File: src/rtl/uart_rx_pkg.sv
package uart_rx_pkg;

  typedef enum logic [2:0] {
    RX_IDLE  = 3'd0,
    RX_START = 3'd1,
    RX_DATA  = 3'd2,
    RX_PAR   = 3'd3,
    RX_STOP  = 3'd4
  } rx_state_t;

  typedef enum logic [1:0] {
    PAR_NONE = 2'b00,
    PAR_SLOT = 2'b01,
    PAR_ODD  = 2'b10,
    PAR_EVEN = 2'b11
  } par_mode_t;

  // acc is the XOR of all data bits received; pbit is the parity slot value
  function automatic logic parity_mismatch(input par_mode_t mode,
                                           input logic acc,
                                           input logic pbit);
    logic ones_odd;
    ones_odd = acc ^ pbit;
    case (mode)
      PAR_ODD:  parity_mismatch = ~ones_odd;
      PAR_EVEN: parity_mismatch = ones_odd;
      default:  parity_mismatch = 1'b0;
    endcase
  endfunction

endpackage

File: src/rtl/rx_line_sync.sv
module rx_line_sync #(
  parameter int STAGES = 2
) (
  input  logic clk,
  input  logic rst_n,
  input  logic din,
  output logic line,
  output logic fall
);
  logic [STAGES-1:0] chain;
  logic              prev;

  genvar i;
  generate
    for (i = 0; i < STAGES; i++) begin : g_stage
      always_ff @(posedge clk or negedge rst_n) begin
        if (!rst_n) begin
          chain[i] <= 1'b1;
        end else begin
          if (i == 0) chain[i] <= din;
          else        chain[i] <= chain[(i == 0) ? 0 : i-1];
        end
      end
    end
  endgenerate

  assign line = chain[STAGES-1];

  always_ff @(posedge clk or negedge rst_n) begin
    if (!rst_n) prev <= 1'b1;
    else        prev <= line;
  end

  assign fall = prev & ~line;
endmodule

File: src/rtl/rx_bit_timer.sv
module rx_bit_timer #(
  parameter int W = 16
) (
  input  logic         clk,
  input  logic         rst_n,
  input  logic         clr,
  input  logic [W-1:0] limit,
  output logic         hit
);
  logic [W-1:0] cnt;

  always_ff @(posedge clk or negedge rst_n) begin
    if (!rst_n)   cnt <= '0;
    else if (clr) cnt <= '0;
    else          cnt <= cnt + 1'b1;
  end

  assign hit = (cnt == limit);
endmodule

File: src/rtl/rx_frame_fsm.sv
module rx_frame_fsm
  import uart_rx_pkg::*;
#(
  parameter int DATA_W = 8
) (
  input  logic      clk,
  input  logic      rst_n,
  input  logic      enable,
  input  logic      line,
  input  logic      fall,
  input  logic      hit,
  input  par_mode_t par_mode,
  output logic      timer_clr,
  output logic      sel_start,
  output logic      frame_start,
  output logic      data_stb,
  output logic      par_stb,
  output logic      stop_stb,
  output logic      busy
);
  localparam int IDX_W = (DATA_W > 1) ? $clog2(DATA_W) : 1;
  localparam logic [IDX_W-1:0] LAST_IDX = IDX_W'(DATA_W - 1);

  rx_state_t        state, state_nx;
  logic [IDX_W-1:0] idx;

  always_comb begin
    state_nx    = state;
    frame_start = 1'b0;
    data_stb    = 1'b0;
    par_stb     = 1'b0;
    stop_stb    = 1'b0;
    case (state)
      RX_IDLE: begin
        if (fall) state_nx = RX_START;
      end
      RX_START: begin
        if (hit) begin
          if (!line) begin
            state_nx    = RX_DATA;
            frame_start = 1'b1;
          end else begin
            state_nx = RX_IDLE;
          end
        end
      end
      RX_DATA: begin
        if (hit) begin
          data_stb = 1'b1;
          if (idx == LAST_IDX)
            state_nx = (par_mode == PAR_NONE) ? RX_STOP : RX_PAR;
        end
      end
      RX_PAR: begin
        if (hit) begin
          par_stb  = 1'b1;
          state_nx = RX_STOP;
        end
      end
      RX_STOP: begin
        if (hit) begin
          stop_stb = 1'b1;
          state_nx = RX_IDLE;
        end
      end
      default: state_nx = RX_IDLE;
    endcase
    if (!enable) begin
      state_nx    = RX_IDLE;
      frame_start = 1'b0;
      data_stb    = 1'b0;
      par_stb     = 1'b0;
      stop_stb    = 1'b0;
    end
  end

  always_ff @(posedge clk or negedge rst_n) begin
    if (!rst_n) begin
      state <= RX_IDLE;
      idx   <= '0;
    end else begin
      state <= state_nx;
      if (frame_start)   idx <= '0;
      else if (data_stb) idx <= idx + 1'b1;
    end
  end

  assign timer_clr = (state == RX_IDLE) || hit || !enable;
  assign sel_start = (state == RX_START);
  assign busy      = (state != RX_IDLE) && (state != RX_START);
endmodule

File: src/rtl/rx_shifter.sv
module rx_shifter
  import uart_rx_pkg::*;
#(
  parameter int DATA_W = 8
) (
  input  logic              clk,
  input  logic              rst_n,
  input  logic              frame_start,
  input  logic              data_stb,
  input  logic              par_stb,
  input  logic              bit_in,
  input  par_mode_t         par_mode,
  output logic [DATA_W-1:0] data,
  output logic              par_bad
);
  logic acc;

  always_ff @(posedge clk or negedge rst_n) begin
    if (!rst_n) begin
      data    <= '0;
      acc     <= 1'b0;
      par_bad <= 1'b0;
    end else if (frame_start) begin
      acc     <= 1'b0;
      par_bad <= 1'b0;
    end else if (data_stb) begin
      data <= {bit_in, data[DATA_W-1:1]};
      acc  <= acc ^ bit_in;
    end else if (par_stb) begin
      par_bad <= parity_mismatch(par_mode, acc, bit_in);
    end
  end
endmodule

File: src/rtl/rx_hold_stage.sv
module rx_hold_stage #(
  parameter int DATA_W = 8
) (
  input  logic              clk,
  input  logic              rst_n,
  input  logic              stop_stb,
  input  logic              stop_bit,
  input  logic [DATA_W-1:0] shift_data,
  input  logic              par_bad,
  input  logic              hold_ready,
  input  logic              err_clear,
  output logic [DATA_W-1:0] hold_data,
  output logic              hold_valid,
  output logic              rx_done,
  output logic              rx_err,
  output logic              err_parity,
  output logic              err_frame,
  output logic              err_overrun
);
  logic accept, ovr_ev, write_ev, pe_ev, fe_ev, bad_ev;

  assign accept   = hold_valid & hold_ready;
  assign ovr_ev   = stop_stb & hold_valid & ~hold_ready;
  assign write_ev = stop_stb & ~ovr_ev;
  assign pe_ev    = stop_stb & par_bad;
  assign fe_ev    = stop_stb & ~stop_bit;
  assign bad_ev   = ovr_ev | pe_ev | fe_ev;

  always_ff @(posedge clk or negedge rst_n) begin
    if (!rst_n) begin
      hold_data   <= '0;
      hold_valid  <= 1'b0;
      rx_done     <= 1'b0;
      rx_err      <= 1'b0;
      err_parity  <= 1'b0;
      err_frame   <= 1'b0;
      err_overrun <= 1'b0;
    end else begin
      if (write_ev) begin
        hold_data  <= shift_data;
        hold_valid <= 1'b1;
      end else if (accept) begin
        hold_valid <= 1'b0;
      end
      rx_done     <= stop_stb & ~bad_ev;
      rx_err      <= bad_ev;
      err_parity  <= pe_ev  | (err_parity  & ~err_clear);
      err_frame   <= fe_ev  | (err_frame   & ~err_clear);
      err_overrun <= ovr_ev | (err_overrun & ~err_clear);
    end
  end
endmodule

File: src/rtl/uart_rx_engine.sv
module uart_rx_engine
  import uart_rx_pkg::*;
#(
  parameter int DATA_W      = 8,
  parameter int BP_W        = 16,
  parameter int CMP_W       = 8,
  parameter int SYNC_STAGES = 2
) (
  input  logic              clk,
  input  logic              rst_n,
  input  logic              pwr_en,
  input  logic              rx_en,
  input  logic              rxd,
  input  logic [BP_W-1:0]   bit_period,
  input  logic [CMP_W-1:0]  start_cmp,
  input  logic [1:0]        parity_mode,
  output logic [DATA_W-1:0] hold_data,
  output logic              hold_valid,
  input  logic              hold_ready,
  output logic              busy,
  output logic              rx_done,
  output logic              rx_err,
  output logic              err_parity,
  output logic              err_frame,
  output logic              err_overrun,
  input  logic              err_clear
);
  localparam int TW = (BP_W > CMP_W) ? BP_W : CMP_W;

  logic              line, fall, hit, enable;
  logic              timer_clr, sel_start, frame_start;
  logic              data_stb, par_stb, stop_stb, par_bad;
  logic [TW-1:0]     limit;
  logic [DATA_W-1:0] shift_data;
  par_mode_t         pmode;

  assign enable = pwr_en & rx_en;
  assign pmode  = par_mode_t'(parity_mode);
  assign limit  = sel_start ? TW'(start_cmp) : (TW'(bit_period) - TW'(1));

  rx_line_sync #(.STAGES(SYNC_STAGES)) sync_i (
    .clk(clk), .rst_n(rst_n), .din(rxd), .line(line), .fall(fall)
  );

  rx_bit_timer #(.W(TW)) timer_i (
    .clk(clk), .rst_n(rst_n), .clr(timer_clr), .limit(limit), .hit(hit)
  );

  rx_frame_fsm #(.DATA_W(DATA_W)) fsm_i (
    .clk(clk), .rst_n(rst_n), .enable(enable), .line(line), .fall(fall),
    .hit(hit), .par_mode(pmode), .timer_clr(timer_clr), .sel_start(sel_start),
    .frame_start(frame_start), .data_stb(data_stb), .par_stb(par_stb),
    .stop_stb(stop_stb), .busy(busy)
  );

  rx_shifter #(.DATA_W(DATA_W)) shift_i (
    .clk(clk), .rst_n(rst_n), .frame_start(frame_start), .data_stb(data_stb),
    .par_stb(par_stb), .bit_in(line), .par_mode(pmode), .data(shift_data),
    .par_bad(par_bad)
  );

  rx_hold_stage #(.DATA_W(DATA_W)) hold_i (
    .clk(clk), .rst_n(rst_n), .stop_stb(stop_stb), .stop_bit(line),
    .shift_data(shift_data), .par_bad(par_bad), .hold_ready(hold_ready),
    .err_clear(err_clear), .hold_data(hold_data), .hold_valid(hold_valid),
    .rx_done(rx_done), .rx_err(rx_err), .err_parity(err_parity),
    .err_frame(err_frame), .err_overrun(err_overrun)
  );
endmodule

File: config.mk
export PLATFORM = sky130hd
export DESIGN_NAME = uart_rx_engine
export DESIGN_NICKNAME = d
export VERILOG_FILES = /design/src/rtl/uart_rx_pkg.sv /design/src/rtl/rx_line_sync.sv /design/src/rtl/rx_bit_timer.sv /design/src/rtl/rx_frame_fsm.sv /design/src/rtl/rx_shifter.sv /design/src/rtl/rx_hold_stage.sv /design/src/rtl/uart_rx_engine.sv
export SDC_FILE = /design/constraint.sdc
export NUM_CORES = 1
export LEC_CHECK = 0
export ABC_CLOCK_PERIOD_IN_PS = 6650
export BUFFER_PORTS_ARGS = -buffer_cell sky130_fd_sc_hd__clkbuf_2
export CAP_MARGIN = 20
export CELL_PAD_IN_SITES_DETAIL_PLACEMENT = 0
export CELL_PAD_IN_SITES_GLOBAL_PLACEMENT = 1
export CORE_MARGIN = 4
export CORE_UTILIZATION = 47
export DETAILED_ROUTE_END_ITERATION = 12
export PLACE_DENSITY_LB_ADDON = 0.12
export SLEW_MARGIN = 20
export SYNTH_ARGS = -nofsm -noshare
export SYNTH_HDL_FRONTEND = slang
export SYNTH_SLANG_ARGS = --single-unit
File: constraint.sdc
create_clock -name clk -period 6.65 [get_ports clk]
set_input_delay 0.3325 -clock clk [delete_from_list [all_inputs] [get_ports clk]]
set_output_delay 0.3325 -clock clk [all_outputs]
set_load 0.03 [all_outputs]
==> summary.txt, run 1 <==
Finish
  – Antenna Cells: 0
  – Highest-count cells in the layout ignoring fill and taps: clkbuf_2, dfrtp_1, nor2_1
  – Filler cell count: 595
  – Commonest non-fill, non-tap cell in the layout: clkbuf_2
  – Area Overhead vs Synth: 11.1%
  – Layout Cells excl Fill: 455
  – Fin util: 0.549
  – # nets final: 414
  – Share of cells above drive strength 1: 0.238

Clocking
  – Clock slew seen by the registers of the worst setup and hold paths: 0.09 ns
  – Post-CTS resize count: 0
  – CTS sink cnt: 49
  – Setup bufs post-CTS: 0
  – H-tree lvl count: 2
  – Clock root buffer: clkbuf_8
  – CTS Buffer Depth: 2
  – CTS Hold Bufs: 0
  – CTS tree: done
  – Worst-skew pair later-pin latency: 0.30 ns
  – CTS buffer count: 5

Floorplanning
  – Site Rows: 29
  – Die Width: 90.4 um
  – Die area: 8170 um2
  – Die Y: 90.4 um
  – Core area: 6460 um2
  – Initial Utilization: 0.494
  – # IOs: 48

Global routing
  – First-pass GRT wire length: 12.4 mm
  – Largest net degree at the start of global routing: 50
  – Total global-route track usage: 0.187
  – Initial antenna violation count: 0
  – Vias in the first global route: 2,536
  – GR Overflow Total: 0

Logic synthesis
  – Complex-gate fraction of the synthesized area: 0.121
  – FF+latch count, synth: 49
  – Post-Synth XOR/XNOR Area: 0.0851
  – Syn nets: 377
  – Yosys warns: 0
  – Register area share after synthesis: 0.385
  – Syn Std Cell Area: 3190 um2
  – Post-synthesis mux area share: 0.0878
  – Adder-cell share of the synthesized area: 0.0157
  – Cells after synthesis: 340
  – Largest family of logic cells by synthesized area: simple AND/OR/NAND/NOR gates
  – Number of synthesized flops with an enable pin: 0
  – Yosys cell types: 61
  – Avg Cell Area, Syn: 9.38 um2
  – Main synth FF type: dfrtp_1
  – Post-Synth Simple-Gate Area: 0.260
  – Share of async-settable or async-resettable flops after synthesis: 1.00

Detailed routing
  – Final ANT Viol Nets: 0
  – DRT iter0 DRCs: 178
  – Vias: 2,702
  – DRT Pass-1 Iters: 5
  – Wire per inst: 16.3 um
  – DRC violation count after routing: 0
  – Via-to-Cell Ratio: 5.94
  – Final wirelength: 7.43 mm

STA
  – Final Setup Violations: 0
  – Tcrit/Tclk final: 0.526
  – RSZ-0062 raised after global routing: no
  – Setup TNS: 0 ns
  – Final Hold Viols: 0
  – Max_slew headroom: 0.268
  – Layout Skew: 0.00962 ns
  – Final min period: 3.50 ns
  – Worst slew pin tran: 1.10 ns
  – Fmax: 286 MHz
  – Slew Viols, Final: 0

Setup path
  – RR Startpoint: fsm_i.state[1]
  – Setup CP Type: flop to flop
  – Req. time, crit path: 6.84 ns
  – CP Cell Sequence: nor3b_1 -> a211oi_1 -> nor4_1 -> nand4_1 -> nor4_4 -> nand4_4 -> mux2_2
  – CP startpoint: fsm_i.state[1]
  – CP max stage delay: 0.95 ns
  – Critical path launch point type: flop
  – Crit path max-delay cell type: nor3b_1
  – Worst Setup End Kind: flop
  – WP data arrival: 3.69 ns
  – Max FO, Critical Path: 17

Worst hold path
  – Hold Crit Class: input port to flop
  – Hold Startpoint: rxd

Placed design
  – Post-DP HPWL: 5.61 mm
  – GPL Wtd Cong: 0.950
  – Placed cell count: 447
  – Port Buf Inserts: 47

Power
  – PD cells: 155 nW/um2
  – Max IR drop VDD: 0.000123 V
  – LEAKAGE: 1.61 nW
  – Tot Pwr: 0.550 mW

Job
  – Maxcap violations: 0

Run status
  – Status: finished clean
## power by group
group          total [mW]  internal, mW  switching [mW]
registers           0.303         0.300         0.00278
logic              0.0711        0.0277          0.0434
clock network       0.176        0.0747           0.101
## critical path: cells and delay by family (launching register included)
kind            cells  cell delay (ns)
mux                 1             0.33
compound gates      1             0.17
flops               1             0.57
simple gates        5             2.30
## routing by layer
layer,vias up,global-route usage,share of wire,routed length [um]
met5,-,0,0,0
met4,0,0.0638,0.017,125
met3,13,0.0408,0.056,419
met2,93,0.262,0.42,3160
met1,1286,0.281,0.50,3730
li1,1310,-,-,-
## synth_stat cells (3+ instances only)
cell       n  share of area
and2_1     4         0.0078
nor3b_1    5          0.012
dfrtp_1   46           0.36
nand2b_1   4         0.0078
and3_1     5         0.0098
or2_2      3         0.0059
a21oi_1    7          0.011
or3_1      5         0.0098
a211o_1    3         0.0082
mux2i_1    7          0.022
mux2_2     8          0.028
dfstp_2    3          0.025
nor2_1    32          0.038
xnor2_1   15          0.041
inv_1     16          0.019
clkbuf_1  13          0.015
nor4b_1    3         0.0082
nand3_1   16          0.025
buf_2      3         0.0047
nor3_1     9          0.014
nand2_1   22          0.026
nor2b_1    3         0.0059
a211oi_1   6          0.014
xor2_1    16          0.044
nand4_1    9          0.018
mux2_4     8          0.038
a31oi_1    4         0.0078
o21ai_0    9          0.014
o22ai_1    3         0.0059
ha_1       4          0.016
o211ai_1   5          0.012
nor4_1     9          0.018
## path summary, 6_finish.rpt
check	endpoint	slack (ns)	cells after the start
hold reg to reg	sync_i.line	0.37	0
min in group asynchronous	timer_i.cnt[15]	0.13	2
max in group asynchronous	fsm_i.state[1]	6.09	2
setup reg to reg	hold_i.hold_data[7]	3.15	7
hold / removal	sync_i.chain[0]	0.11	1
setup / recovery	hold_i.hold_data[7]	3.15	7
## metrics by stage
stage	setup WS [ns]	instance area [um2]	hold WS [ns]
2_1_floorplan	3.59	3190	0.0369
3_3_place_gp	3.05	3450	0.347
3_5_place_dp	3.02	3450	0.356
4_1_cts	3.18	3540	0.0931
5_1_grt	2.78	3540	0.0797
6_report	3.15	3540	0.107
## cell type report
cell class	count	area [um2]	share of cell area
multi-input cells	256	1820	0.513
flip-flops and latches	49	1230	0.347
repair buffers	49	250	0.0706
well taps	77	96.3	0.0272
clock buffers	5	68.8	0.0194
inverters	16	60.1	0.0169
clock inverters	3	21.3	0.00600
## kinds of logic (layout without fill, tap and decap cells)
kind of cell	Yosys count	count (layout)
fa+ha+maj	4	4
xor+xnor	31	31
flops	49	49
buf+inv	35	73
compound gates	54	54
mux	23	23
simple gates	144	144
## flip-flops by register name, indices dropped and copies added, names as in the netlist
name,count
hold_i.err_parity,1
hold_i.rx_err,1
hold_i.hold_valid,1
hold_i.err_frame,1
timer_i.cnt,16
hold_i.rx_done,1
hold_i.hold_data,8
sync_i.prev,1
shift_i.data,8
shift_i.acc,1
fsm_i.state,3
sync_i.chain,1
fsm_i.idx,3
hold_i.err_overrun,1
sync_i.line,1
shift_i.par_bad,1
Note: power is estimated with default switching activity, not from simulation.
==> inputs of run 2 (changes only) <==
--- a/config.mk
+++ b/config.mk
@@ -5,13 +5,14 @@
 export SDC_FILE = /design/constraint.sdc
 export NUM_CORES = 1
 export LEC_CHECK = 0
-export ABC_CLOCK_PERIOD_IN_PS = 6650
+export ABC_AREA = 1
+export ABC_CLOCK_PERIOD_IN_PS = 3540
 export BUFFER_PORTS_ARGS = -buffer_cell sky130_fd_sc_hd__clkbuf_2
 export CAP_MARGIN = 20
 export CELL_PAD_IN_SITES_DETAIL_PLACEMENT = 0
 export CELL_PAD_IN_SITES_GLOBAL_PLACEMENT = 1
 export CORE_MARGIN = 4
-export CORE_UTILIZATION = 47
+export CORE_UTILIZATION = 41
 export DETAILED_ROUTE_END_ITERATION = 12
 export PLACE_DENSITY_LB_ADDON = 0.12
 export SLEW_MARGIN = 20
==> constraint.sdc (replaced) <==
create_clock -name clk -period 3.54 [get_ports clk]
set_input_delay 0.177 -clock clk [delete_from_list [all_inputs] [get_ports clk]]
set_output_delay 0.177 -clock clk [all_outputs]
set_load 0.03 [all_outputs]
==> run 2 against run 1 <==
Net effect: first-iteration DRC count is 26% lower; final cell count is 48% higher; sequential share of layout area is 2.9 points lower; routed wire length is 15% higher; core utilization is 7.5 points lower; critical path type unchanged; highest routed layer unchanged.
==> summary.txt, run 2 <==
Finish
  – Biggest regs: timer_i.cnt: 16 flops, hold_i.hold_data: 8 flops, shift_i.data: 8 flops
  – # nets final: 604 (+46%)
  – Biggest register: timer_i.cnt
  – Area of the multi-input gates: 1890 um2 (+3.7%)
  – Highest-count cells in the layout ignoring fill and taps: nand2_1, inv_1, nand3_1
  – Layout Cells excl Fill: 673 (+48%)
  – Area Overhead vs Synth: 13.1%
  – Reg area: 1230 um2 (unchanged)
  – Share of cells above drive strength 1: 0.160 (-0.0779)
  – Filler cell count: 897 (+51%)
  – Commonest non-fill, non-tap cell in the layout: nand2_1
  – Max reg flops: 16 (unchanged)
  – Antenna Cells: 0 (unchanged)

Global routing
  – Largest net degree at the start of global routing: 38 (-24%)
  – Total global-route track usage: 0.176 (-0.0103)
  – Initial antenna violation count: 0 (unchanged)
  – Vias in the first global route: 3,036 (+20%)
  – First-pass GRT wire length: 14.2 mm (+14%)
  – GR Overflow Total: 0 (unchanged)

Detailed routing
  – Wire per inst: 12.7 um (-22%)
  – Final ANT Viol Nets: 0 (unchanged)
  – Vias: 3,304 (+22%)
  – DRC violation count after routing: 0 (unchanged)
  – DRT iter0 DRCs: 131 (-26%)
  – DRT Pass-1 Iters: 4 (-1)
  – Via-to-Cell Ratio: 4.91 (-17%)
  – Final wirelength: 8.57 mm (+15%)

Logic synthesis
  – Syn Std Cell Area: 3430 um2 (+7.4%)
  – Avg Cell Area, Syn: 6.61 um2 (-30%)
  – Top cell type's share of synthesized area: 0.336 (-0.0248)
  – Cell taking the most area after synthesis: dfrtp_1
  – Synth area leaders: dfrtp_1, nand2_1, nand3_1
  – Share of async-settable or async-resettable flops after synthesis: 1.00 (unchanged)
  – Main synth FF type: dfrtp_1
  – Yosys cell types: 36 (-41%)
  – Register area share after synthesis: 0.359 (-0.0265)
  – Yosys warns: 0 (unchanged)
  – Post-synth top cells: nand2_1, inv_1, nand3_1, nor2_1, dfrtp_1
  – Syn nets: 555 (+47%)
  – Cells after synthesis: 518 (+52%)
  – FF+latch count, synth: 49 (unchanged)
  – Number of synthesized flops with an enable pin: 0 (unchanged)
  – Count leader, synth: nand2_1

Clocking
  – CTS Buffer Depth: 2 (unchanged)
  – Clock root buffer: clkbuf_8
  – Setup bufs post-CTS: 0 (unchanged)
  – Worst-skew pair later-pin latency: 0.31 ns (about the same)
  – CTS buffer count: 5 (unchanged)
  – H-tree lvl count: 2 (unchanged)
  – CTS sink cnt: 49 (unchanged)
  – Clock slew seen by the registers of the worst setup and hold paths: 0.10 ns (about the same)
  – CTS tree: done
  – CTS Hold Bufs: 2 (+2)
  – Post-CTS resize count: 0 (unchanged)

Power
  – PD cells: 315 nW/um2 (+100%)
  – Int Power: 0.869 mW (+120%)
  – Comb pwr share: 0.181 (+0.052)
  – Reported net switching power: 0.353 mW (+140%)
  – Clock power frac: 0.351 (+0.031)
  – Sw Share: 0.289 (+0.0208)
  – Tot Pwr: 1.22 mW (+120%)
  – Max IR drop VDD: 0.000203 V (+65%)
  – Sequential Power Share: 0.468 (-0.083)
  – LEAKAGE: 2.01 nW (+25%)

Job
  – Maxcap violations: 0 (unchanged)

Placed design
  – GPL Wtd Cong: 0.865 (-9.0%)
  – Placed cell count: 663 (+48%)
  – Post-DP HPWL: 6.81 mm (+21%)
  – Port Buf Inserts: 47 (unchanged)

Floorplanning
  – Core area: 8180 um2 (+27%)
  – Die Y: 99.4 um (+10%)
  – # IOs: 48 (unchanged)
  – Initial Utilization: 0.419 (-0.0750)
  – Die Width: 99.4 um (+10%)
  – Site Rows: 33 (+14%)
  – Die area: 9880 um2 (+21%)

STA
  – Hold Slack: 0.117 ns (+0.00998 ns)
  – Slew Viols, Final: 0 (unchanged)
  – RSZ-0062 raised after global routing: no
  – Tcrit/Tclk final: 0.772 (+0.245)
  – Final Setup Violations: 0 (unchanged)
  – Worst slew pin tran: 0.678 ns (-0.417 ns)
  – Final Hold Viols: 0 (unchanged)
  – Setup TNS: 0 ns (unchanged)
  – Max_slew headroom: 0.548 (+0.280)
  – Fmax: 366 MHz (+28%)
  – Final min period: 2.73 ns (-0.768 ns)
  – Layout Skew: 0.0120 ns (+0.00235 ns)

Setup path
  – Req. time, crit path: 3.75 ns (-3.09 ns)
  – Worst Setup End Kind: flop
  – Critical path launch point type: flop
  – Max FO, Critical Path: 37 (+20)
  – Setup CP Type: flop to flop
  – WP data arrival: 2.94 ns (-0.75 ns)
  – Worst R2R Path Depth: 16 (+9)

Worst hold path
  – Hold Crit Class: input port to flop
  – Worst Hold Path Cells: 4 (+3)

Run status
  – Status: finished clean
==> run 2: changes by cell type after synthesis, moves of 10 or more <==
cell	before	now
nand2_1	22	179
xor2_1	16	2
inv_1	16	62
nand3_1	16	61
xnor2_1	15	1
o21ai_0	9	19
clkbuf_1	13	1
nor2_1	32	51
==> run 2: worst max-delay path, cell delays in order (launching register included) <==
cell     delay (ns)
dfrtp_1        0.44
inv_2          0.15
nand3_4        0.32
nand2_1        0.23
nand2_1        0.08
nand2_1        0.06
nand2_1        0.04
nor2_1         0.09
nand2_1        0.06
nor2_1         0.12
nand2_1        0.08
nor2_2         0.16
nand3_4        0.17
nor2_4         0.29
nand2_2        0.18
nand2_1        0.10
nand2_1        0.05
==> run 2: path summary, 6_finish.rpt <==
| path | start | endpoint | slack [ns] |
|---|---|---|---|
| worst max-delay path | fsm_i.state[2] | hold_i.hold_data[4] | 0.81 |
| worst min-delay path | err_clear | hold_i.err_parity | 0.12 |
| worst max register to register | fsm_i.state[2] | hold_i.hold_data[4] | 0.81 |
| worst min register to register | sync_i.chain[0] | sync_i.line | 0.37 |
| max in group asynchronous | rst_n | sync_i.chain[0] | 2.28 |
| min in group asynchronous | rst_n | fsm_i.state[1] | 0.42 |
==> run 2: cell type report <==
cell class	count	share of cell area
Sequential cell	49	0.318
Multi-Input combinational cell	396	0.487
Clock inverter	2	0.00969
Tap cell	105	0.0339
Timing Repair Buffer	50	0.0678
Inverter	65	0.0630
Clock buffer	6	0.0213
==> run 2: power by group through the flow <==
stage          logic, mW  registers [mW]  clock network [mW]
2_1_floorplan      0.160           0.578                   0
3_3_place_gp       0.219           0.582                   0
3_5_place_dp       0.221           0.583                   0
4_1_cts            0.223           0.572               0.441
5_1_grt            0.253           0.573               0.462
6_report           0.221           0.572               0.430
==> run 2: cells by family after synthesis <==
family | count (synthesis) | share of synthesized area
AOI/OAI and AO/OA | 32 | 0.0504
xor gates and xnor gates | 3 | 0.00767
buffers and inverters | 73 | 0.0906
and+or+nand+nor | 357 | 0.478
adders and majority gates | 4 | 0.0146
DFF | 49 | 0.359
==> run 2: routing by layer <==
metal	vias up	wire length, um	GRT usage
met3	9	239	0.0231
met2	37	3940	0.291
met1	1507	4300	0.248
li1	1751	-	-
met4	0	90	0.0389
met5	-	0	0
==> run 2: stage by stage <==
step                      setup slack [ns]   util  cell area [um2]
final                                0.809  0.474             3870
after global routing                 0.451  0.474             3870
after CTS                            0.777  0.474             3870
after detailed placement             0.795  0.457             3730
after global placement               0.863  0.457             3730
after floorplan                       1.58      -             3430
